## config.mk

```make
export PLATFORM = sky130hd
export DESIGN_NAME = unaligned_bus_splitter
export DESIGN_NICKNAME = d
export VERILOG_FILES = /design/src/rtl/splitter_pkg.sv /design/src/rtl/splitter_datapath.sv /design/src/rtl/splitter_ctrl.sv /design/src/rtl/unaligned_bus_splitter.sv
export SDC_FILE = /design/constraint.sdc
export NUM_CORES = 1
export LEC_CHECK = 0
export BUFFER_PORTS_ARGS = -buffer_cell sky130_fd_sc_hd__buf_2
export CAP_MARGIN = 30
export CORE_MARGIN = 1.5
export CORE_UTILIZATION = 35
export DETAILED_ROUTE_END_ITERATION = 8
export MAX_ROUTING_LAYER = met4
export SYNTH_ARGS = -nofsm -noshare
export SYNTH_HDL_FRONTEND = slang
export SYNTH_SLANG_ARGS = --single-unit
```

## constraint.sdc

```tcl
create_clock -name clk -period 3 [get_ports clk]
set_clock_uncertainty 0.15 [all_clocks]
set_input_delay 0.3 -clock clk [delete_from_list [all_inputs] [get_ports clk]]
set_output_delay 0.3 -clock clk [all_outputs]
set_load 0.01 [all_outputs]
```

## src/rtl/splitter_pkg.sv

```systemverilog
package splitter_pkg;

  typedef enum logic [2:0] {
    ST_IDLE,
    ST_ADDR,
    ST_DATA,
    ST_WACK,
    ST_RESP
  } splitState_t;

  // strobes from the control FSM to the datapath
  typedef struct packed {
    logic load;      // capture a new request
    logic takeRead;  // store the current read beat
    logic nextId;    // transaction finished, advance the ID
    logic beat;      // 0 = lower word, 1 = upper word
  } splitStrobe_t;

endpackage

```

## src/rtl/splitter_datapath.sv

```systemverilog
module splitter_datapath
  import splitter_pkg::*;
#(
  parameter int ADDR_W = 32,
  parameter int DATA_W = 64,
  parameter int ID_W   = 4
) (
  input  logic                clk,
  input  logic                rstN,
  input  splitStrobe_t        strobe,
  input  logic                reqWrite,
  input  logic [ADDR_W-1:0]   reqAddr,
  input  logic [1:0]          reqSize,
  input  logic [DATA_W-1:0]   reqWdata,
  input  logic [DATA_W-1:0]   busRdata,
  input  logic [ID_W-1:0]     busRdataId,
  input  logic [ID_W-1:0]     busWackId,
  output logic                writeQ,
  output logic                split,
  output logic [ADDR_W-1:0]   busAddr,
  output logic [ID_W-1:0]     busId,
  output logic [DATA_W-1:0]   busWdata,
  output logic [DATA_W/8-1:0] busStrb,
  output logic                rdIdOk,
  output logic                wackIdOk,
  output logic [DATA_W-1:0]   respRdata
);
  localparam int LANES = DATA_W / 8;
  localparam int OFF_W = $clog2(LANES);
  localparam int NB_W  = OFF_W + 1;
  localparam int SH_W  = OFF_W + 3;

  logic [ADDR_W-1:0] addrQ;
  logic [1:0]        sizeQ;
  logic [DATA_W-1:0] wdataQ;
  logic [DATA_W-1:0] rdLo, rdHi;
  logic [ID_W-1:0]   idQ;

  always_ff @(posedge clk) begin
    if (!rstN) begin
      addrQ  <= '0;
      sizeQ  <= '0;
      writeQ <= 1'b0;
      wdataQ <= '0;
      rdLo   <= '0;
      rdHi   <= '0;
      idQ    <= '0;
    end else begin
      if (strobe.load) begin
        addrQ  <= reqAddr;
        sizeQ  <= reqSize;
        writeQ <= reqWrite;
        wdataQ <= reqWdata;
        rdLo   <= '0;
        rdHi   <= '0;
      end
      if (strobe.takeRead) begin
        if (strobe.beat) rdHi <= busRdata;
        else             rdLo <= busRdata;
      end
      if (strobe.nextId) idQ <= idQ + ID_W'(1);
    end
  end

  logic [NB_W-1:0]        nBytes;
  logic [OFF_W-1:0]       offset;
  logic [SH_W-1:0]        shiftBits;
  logic [2*LANES-1:0]     widthOnes, laneMask;
  logic [2*DATA_W-1:0]    wideW;
  logic [ADDR_W-1:0]      baseAddr;
  logic [DATA_W-1:0]      readAligned, keepMask;

  assign nBytes    = NB_W'(1) << sizeQ;
  assign offset    = addrQ[OFF_W-1:0];
  assign shiftBits = {offset, 3'b000};
  assign widthOnes = ~({(2*LANES){1'b1}} << nBytes);
  assign laneMask  = widthOnes << offset;
  assign split     = |laneMask[2*LANES-1:LANES];

  assign wideW    = {{DATA_W{1'b0}}, wdataQ} << shiftBits;
  assign busWdata = strobe.beat ? wideW[2*DATA_W-1:DATA_W] : wideW[DATA_W-1:0];
  assign busStrb  = strobe.beat ? laneMask[2*LANES-1:LANES] : laneMask[LANES-1:0];

  assign baseAddr = {addrQ[ADDR_W-1:OFF_W], {OFF_W{1'b0}}};
  assign busAddr  = strobe.beat ? baseAddr + ADDR_W'(LANES) : baseAddr;
  assign busId    = idQ;
  assign rdIdOk   = (busRdataId == idQ);
  assign wackIdOk = (busWackId == idQ);

  assign readAligned = DATA_W'({rdHi, rdLo} >> shiftBits);

  for (genvar i = 0; i < LANES; i++) begin : g_keep
    assign keepMask[8*i +: 8] = {8{NB_W'(i) < nBytes}};
  end

  assign respRdata = writeQ ? '0 : (readAligned & keepMask);

endmodule

```

## src/rtl/splitter_ctrl.sv

```systemverilog
module splitter_ctrl
  import splitter_pkg::*;
#(
  parameter bit WAIT_WR_ACK = 1'b1
) (
  input  logic         clk,
  input  logic         rstN,
  input  logic         reqValid,
  input  logic         writeQ,
  input  logic         split,
  input  logic         busAddrReady,
  input  logic         busWdataReady,
  input  logic         busRdataValid,
  input  logic         rdIdOk,
  input  logic         busWackValid,
  input  logic         wackIdOk,
  output logic         reqReady,
  output logic         busAddrValid,
  output logic         busWdataValid,
  output logic         busRdataReady,
  output logic         respValid,
  output splitStrobe_t strobe
);
  splitState_t state, nextState;
  logic beatQ, beatD, beatDone;

  always_ff @(posedge clk) begin
    if (!rstN) begin
      state <= ST_IDLE;
      beatQ <= 1'b0;
    end else begin
      state <= nextState;
      beatQ <= beatD;
    end
  end

  always_comb begin
    strobe      = '0;
    strobe.beat = beatQ;
    nextState   = state;
    beatD       = beatQ;
    beatDone    = 1'b0;
    case (state)
      ST_IDLE: if (reqValid) begin
        strobe.load = 1'b1;
        beatD       = 1'b0;
        nextState   = ST_ADDR;
      end
      ST_ADDR: if (busAddrReady) nextState = ST_DATA;
      ST_DATA: begin
        if (writeQ) begin
          if (busWdataReady) begin
            if (WAIT_WR_ACK) nextState = ST_WACK;
            else             beatDone  = 1'b1;
          end
        end else if (busRdataValid && rdIdOk) begin
          strobe.takeRead = 1'b1;
          beatDone        = 1'b1;
        end
      end
      ST_WACK: if (busWackValid && wackIdOk) beatDone = 1'b1;
      ST_RESP: nextState = ST_IDLE;
      default: nextState = ST_IDLE;
    endcase
    if (beatDone) begin
      strobe.nextId = 1'b1;
      if (!beatQ && split) begin
        beatD     = 1'b1;
        nextState = ST_ADDR;
      end else begin
        nextState = ST_RESP;
      end
    end
  end

  assign reqReady      = (state == ST_IDLE);
  assign busAddrValid  = (state == ST_ADDR);
  assign busWdataValid = (state == ST_DATA) && writeQ;
  assign busRdataReady = (state == ST_DATA) && !writeQ;
  assign respValid     = (state == ST_RESP);

endmodule

```

## src/rtl/unaligned_bus_splitter.sv

```systemverilog
module unaligned_bus_splitter
  import splitter_pkg::*;
#(
  parameter int ADDR_W      = 32,
  parameter int DATA_W      = 64,
  parameter int ID_W        = 4,
  parameter int LEN_W       = 4,
  parameter bit WAIT_WR_ACK = 1'b1
) (
  input  logic                clk,
  input  logic                rstN,
  input  logic                reqValid,
  output logic                reqReady,
  input  logic                reqWrite,
  input  logic [ADDR_W-1:0]   reqAddr,
  input  logic [1:0]          reqSize,
  input  logic [DATA_W-1:0]   reqWdata,
  output logic                respValid,
  output logic [DATA_W-1:0]   respRdata,
  output logic                busAddrValid,
  input  logic                busAddrReady,
  output logic [ADDR_W-1:0]   busAddr,
  output logic [ID_W-1:0]     busId,
  output logic [LEN_W-1:0]    busLen,
  output logic                busWrite,
  output logic                busWdataValid,
  input  logic                busWdataReady,
  output logic [ID_W-1:0]     busWdataId,
  output logic [DATA_W-1:0]   busWdata,
  output logic [DATA_W/8-1:0] busStrb,
  input  logic                busRdataValid,
  output logic                busRdataReady,
  input  logic [ID_W-1:0]     busRdataId,
  input  logic [DATA_W-1:0]   busRdata,
  input  logic                busWackValid,
  input  logic [ID_W-1:0]     busWackId
);
  splitStrobe_t strobe;
  logic writeQ, split, rdIdOk, wackIdOk;

  splitter_ctrl #(.WAIT_WR_ACK(WAIT_WR_ACK)) u_ctrl (
    .clk(clk), .rstN(rstN), .reqValid(reqValid), .writeQ(writeQ), .split(split),
    .busAddrReady(busAddrReady), .busWdataReady(busWdataReady),
    .busRdataValid(busRdataValid), .rdIdOk(rdIdOk),
    .busWackValid(busWackValid), .wackIdOk(wackIdOk),
    .reqReady(reqReady), .busAddrValid(busAddrValid), .busWdataValid(busWdataValid),
    .busRdataReady(busRdataReady), .respValid(respValid), .strobe(strobe)
  );

  splitter_datapath #(.ADDR_W(ADDR_W), .DATA_W(DATA_W), .ID_W(ID_W)) u_dp (
    .clk(clk), .rstN(rstN), .strobe(strobe), .reqWrite(reqWrite), .reqAddr(reqAddr),
    .reqSize(reqSize), .reqWdata(reqWdata), .busRdata(busRdata), .busRdataId(busRdataId),
    .busWackId(busWackId), .writeQ(writeQ), .split(split), .busAddr(busAddr),
    .busId(busId), .busWdata(busWdata), .busStrb(busStrb), .rdIdOk(rdIdOk),
    .wackIdOk(wackIdOk), .respRdata(respRdata)
  );

  assign busLen     = '0;
  assign busWrite   = writeQ;
  assign busWdataId = busId;

endmodule

```

# --- Word level (Yosys, flattened, before mapping) ---
# Index checks and enable logic that the tools add are counted.
op_classes:
  n_addsub: 2
  n_lt_le_gt_ge: 8
  eq_ne: 11
  n_shift: 5
  n_mux: 29
  bitwise: 2
  reduce_logical: 10
op_table:
  columns: ["op", "n"]
  rows:
  - ["64-bit 2-to-1 mux", 8]
  - ["64-bit by 6-bit << shifter with 128-bit output", 1]
  - ["128-bit by 6-bit >> shifter with 64-bit output", 1]
  - ["64-bit AND", 1]
  - ["32-bit by 4-bit adder with 32-bit output (second input constant)", 1]
  - ["32-bit 2-to-1 mux", 1]
  - ["3-bit 2-to-1 mux", 6]
  - ["3-bit by 4-bit less-than comparator with 1-bit output (first input constant)", 4]
  - ["16-bit NOT", 1]
  - ["16-bit by 3-bit << shifter with 16-bit output", 1]
  - ["16-bit by 4-bit << shifter with 16-bit output (first input constant)", 1]
  - ["3-bit case mux with 4 select lines", 1]
  - ["1-bit 2-to-1 mux", 11]
  - ["4-bit == test", 2]
  - ["1-bit by 4-bit less-than comparator with 1-bit output (first input constant)", 2]
  - ["2-bit by 4-bit less-than comparator with 1-bit output (first input constant)", 2]
  - ["8-bit 2-to-1 mux", 1]
  - ["8-bit OR reduction", 1]
  - ["3-bit by 2-bit == test with 1-bit output (second input constant)", 2]
  - ["3-bit by 1-bit != test with 1-bit output (second input constant)", 2]
  - ["3-bit by 2-bit != test with 1-bit output (second input constant)", 2]
  - ["1-bit logical AND", 5]
  - ["5-bit AND reduction", 1]
  - ["4-bit by 1-bit adder with 4-bit output (second input constant)", 1]
  - ["7 further kinds", 8]
word_totals:
  register_bits: 235
  inputBits: 178
  output_inout_bits: 186
  wordCells: 76

# --- Logic depth before layout (Yosys ltp) ---
logic_depth:
  depth_word: 8
  depth_mapped: 10
  depth_no_buf: 8

# --- Hierarchy ---
# Synthesis repeated with hierarchy kept, for this count alone.
hier_totals:
  cells_unflattened: 1671
  hier_area_um2: 15504.9
modules_own_cells:
  columns: ["module", "instances", "cells_per_inst", "area_each_um2"]
  rows:
  - ["splitter_datapath", 1, 1630, 15178.3]
  - ["splitter_ctrl", 1, 32, 262.8]
  - ["unaligned_bus_splitter", 1, 9, 63.8]

# --- Worst setup path after synthesis ---
# Ideal clock, no wire load.
synth_timing:
  path_type: "reg2out"
  start: "register u_dp.addrQ[3]"
  end: "output busAddr[31]"
  arrival_ns: 1.897
  t_required_ns: 2.550
  setup_slack_ns: 0.653
  stages_incl_launch_ff: 9
  path_buffers: 1
  cell_sequence: "dfxtp_1 ha_1 nand2_1 or3_4 nor2_1 and4_1 buf_2 nand4_1 xnor2_1"
synth_via:
  elab_chain_cells: 2
synth_rtl:
  columns: ["element", "line", "source"]
  rows:
  - ["start: declaration", "splitter_datapath.sv:33", "logic [ADDR_W-1:0] addrQ;"]
  - ["start signal: assignment", "splitter_datapath.sv:50", "addrQ <= reqAddr;"]
  - ["32-bit by 4-bit adder with 32-bit output", "splitter_datapath.sv:85", "assign busAddr = strobe.beat ? baseAddr + ADDR_W'(LANES) : baseAddr;"]
  - ["32-bit 2-to-1 mux", "splitter_datapath.sv:85", null]
  - ["end: declaration", "unaligned_bus_splitter.sv:22", "output logic [ADDR_W-1:0] busAddr,"]
# Every way passes these cells.

# --- Final worst setup path ---
layout_timing:
  start: "register u_dp.addrQ[1]"
  end: "output busWdata[4]"
layout_via:
  elab_chain_cells: 2
layout_rtl:
  columns: ["element", "line", "source"]
  rows:
  - ["64-bit by 6-bit << shifter with 128-bit output", "splitter_datapath.sv:80", "assign wideW = {{DATA_W{1'b0}}, wdataQ} << shiftBits;"]
  - ["64-bit 2-to-1 mux", "splitter_datapath.sv:81", "assign busWdata = strobe.beat ? wideW[2*DATA_W-1:DATA_W] : wideW[DATA_W-1:0];"]
  - ["end: declaration", "unaligned_bus_splitter.sv:29", "output logic [DATA_W-1:0] busWdata,"]
# Every way passes these cells.

==> results.cfg <==
[setup_path]
critical-path-max-stage-delay_ns = 0.47
crit_slowest_cell = dfxtp_4
crit_buf_inv = 2
worst-setup-path-type = reg2out
worstPathArrival_ns = 2.52
cp_data_required_time_ns = 2.55
crit_fanout = 29
rr_worst_depth = 8
crit_family = multiplexers
endpoint_kind = output port
start_kind = register
path_cells = buf_16 -> mux2_2 -> mux2i_1 -> mux2i_1 -> a22o_1 -> buf_2
r2r_start = u_dp.sizeQ[0]
cpMostUsedCell = mux2i_1
reg2reg_slack_ns = 0.45
r2r_end = u_ctrl.state[0]

[floorplanning]
die_w_um = 211
fp-row-count = 76
ioPinCount = 364
die_area_um2 = 44700
core_area_um2 = 43000
initial_core_util_pct = 35.4
die_h_um = 211

[clocking]
htree_levels = 1
cts_num_sinks = 227
ctsRootBufferMaster = clkbuf_16
path_clk_slew_ns = 0.07
cts_buffer_depth = 3
cts_tree = built
cts-buffers-inserted = 27
clk_latency_ns = 0.56

[drt]
drc = 0
wl_per_cell_um = 20.6
drt_pre_antenna_iters = 6
vias = 15700
drt-initial-drc-count = 1407
vias_per_cell = 5.43
routed_wl_um = 59600
postRouteAntennaNets = 0

[logic_synthesis]
ys_seq_area_share_pct = 29.9
yosysTopAreaCell = dfxtp_1
yosys.cell_count.top_type = nand2_1
synthArstFlopShare_pct = 0
yosys_warnings = 0
synthTopCellsByArea = dfxtp_1 (30%), mux2i_1 (12%), nand2_1 (10%), a21boi_0 (9.7%), mux4_2 (7.4%)
synth.distinct_cells = 64
synth-seq-cells = 227
ys.flop_type = dfxtp_1
avgSynthCellArea_um2 = 8.17
syn_inst = 1862
synth_edf_count = 0
synthTopCellsByCount = nand2_1 (416), dfxtp_1 (227), a21boi_0 (196)
synth_area_um2 = 15200
synth_top_area_share_pct = 29.9

[global_routing]
grt_pass1_wl_um = 89100
gr-usage-all-layers_pct = 26.3
antenna_found_initial = 8
grt_max_degree = 226
overflow = 0
grt_pass1_vias = 15000

[worst_hold_path]
hold_start = rstN
worstHoldPathCells = 3
hold_path.class = in2reg
hold_path_end = u_ctrl.state[2]

[final_layout]
layout-drive-gt1-share_pct = 25.8
area_growth_pct = 33.3
finalNetCount = 2457
multi_input_area_um2 = 9920
finalNonFillerCells = 2885
register_area_um2 = 4560
fillCellCount = 4209

[power_and_ir_drop]
p_leak_nw = 7.43
peakVddDrop_v = 0.000362
p_per_area_nw_per_um2 = 430

[placement]
dp_hpwl_um = 41100
gp_congestion = 1.03
dpl.cell_count = 2658
port_buffers = 356

[timing]
drv_slew = 0
fin_setup_tns_ns = 0
hold_viol = 0
slew_headroom_pct = 38.2
setup_violations = 0
fin_crit_sh_pct = 99.2
finalCriticalPeriod_ns = 2.97
worst_slew_pin_slew_ns = 0.927
clock.fmax_mhz = 336
rsz0062_at_grt = true

[run]
max_cap_viol_count = 0

[run_status]
status = finished, final reports clean
[metal layers]
metal / track usage, % / share of wire (%) / wire [um]
met5: - / 0 / 0
met3: 4.11 / 7.2 / 4300
met4: 8.82 / 3.5 / 2060
met1: 35.3 / 44 / 26400
met2: 40.2 / 45 / 26800
[report_power, final]
group | total [mW] | internal (mW) | switching, mW
Clock | 3.72 | 2.24 | 1.48
Combinational | 1.74 | 0.785 | 0.953
Sequential | 3.26 | 3.11 | 0.145
[layout by cell type (no fill, tap or decap), drive strengths merged, types with 32 or more instances in the layout]
cell type,Yosys,routed
nor2,98,98
o21ai,41,41
clkbuf,87,35
mux4,50,50
a21oi,44,44
buf,98,392
mux2i,187,187
dlygate4sd3,0,164
nand3,151,151
nand2,416,416
xnor2,32,32
a21boi,219,219
mux2,38,38
dfxtp,227,227
[worst register-to-register path: cells and delay by family (launching register included)]
family          cells  cell delay (ns)
compound gates      3             0.41
fa+ha+maj           1             0.27
buf+inv             1             0.09
flops               1             0.37
simple gates        3             1.13
[kinds of logic after synthesis]
family / synth area share (%)
and+or+nand+nor: 21.5
other: 0.0247
muxes: 22.5
xor gates and xnor gates: 2.25
DFF: 29.9
AOI/OAI and AO/OA: 17.4
adders and majority gates: 0.658
buffers and inverters: 5.73
[final cells by class]
cell class | instances | area share, %
timing repair buffer | 559 | 19.8
clock inverter | 17 | 1.16
clock buffer | 33 | 3.75
tap | 585 | 3.61
multi-input combinational | 1449 | 49.0
antenna | 8 | 0.0988
sequential | 227 | 22.5
inverter | 7 | 0.136
[state kept, by name (all words and copies together) (netlist names)]
name and flops:
u_dp.rdHi 56, u_ctrl.beatQ 1, u_dp.sizeQ 2, u_dp.writeQ 1
u_dp.addrQ 32, u_dp.wdataQ 64, u_dp.busId 4, u_ctrl.state 3
u_dp.rdLo 64
[worst max path at each step]
stage / endpoint / start / cells past startpoint
2_1_floorplan: busAddr[31] / u_dp.addrQ[3] / 8
3_3_place_gp: u_ctrl.state[0] / u_dp.sizeQ[0] / 8
3_5_place_dp: u_ctrl.state[0] / u_dp.sizeQ[0] / 8
4_1_cts: respRdata[50] / u_dp.addrQ[1] / 5
5_1_grt: respRdata[5] / u_dp.addrQ[1] / 6
6_report: busWdata[4] / u_dp.addrQ[1] / 6
[what timing repair did]
item                       4_1_cts  5_1_grt
gates cloned                     1        1
gates resized for setup         19       28
hold endpoints to repair       221        0
setup buffers                    0        3
hold buffers                   164        0
setup endpoints to repair       11       73
[per-stage QoR]
step	power (mW)	setup WS, ns	util [%]	hold WS, ns	instance area [um^2]
5_1_grt	9.03	-0.0298	47.2	0.0532	20300
6_report	8.72	0.0252	47.2	0.0423	20300
2_1_floorplan	4.24	0.653	-	0.285	15200
4_1_cts	8.75	-0.00583	46.8	0.00856	20100
3_3_place_gp	4.81	0.362	40.4	0.307	17400
3_5_place_dp	4.82	0.316	40.5	0.307	17400
No activity file was read; power rests on OpenSTA's default activity.
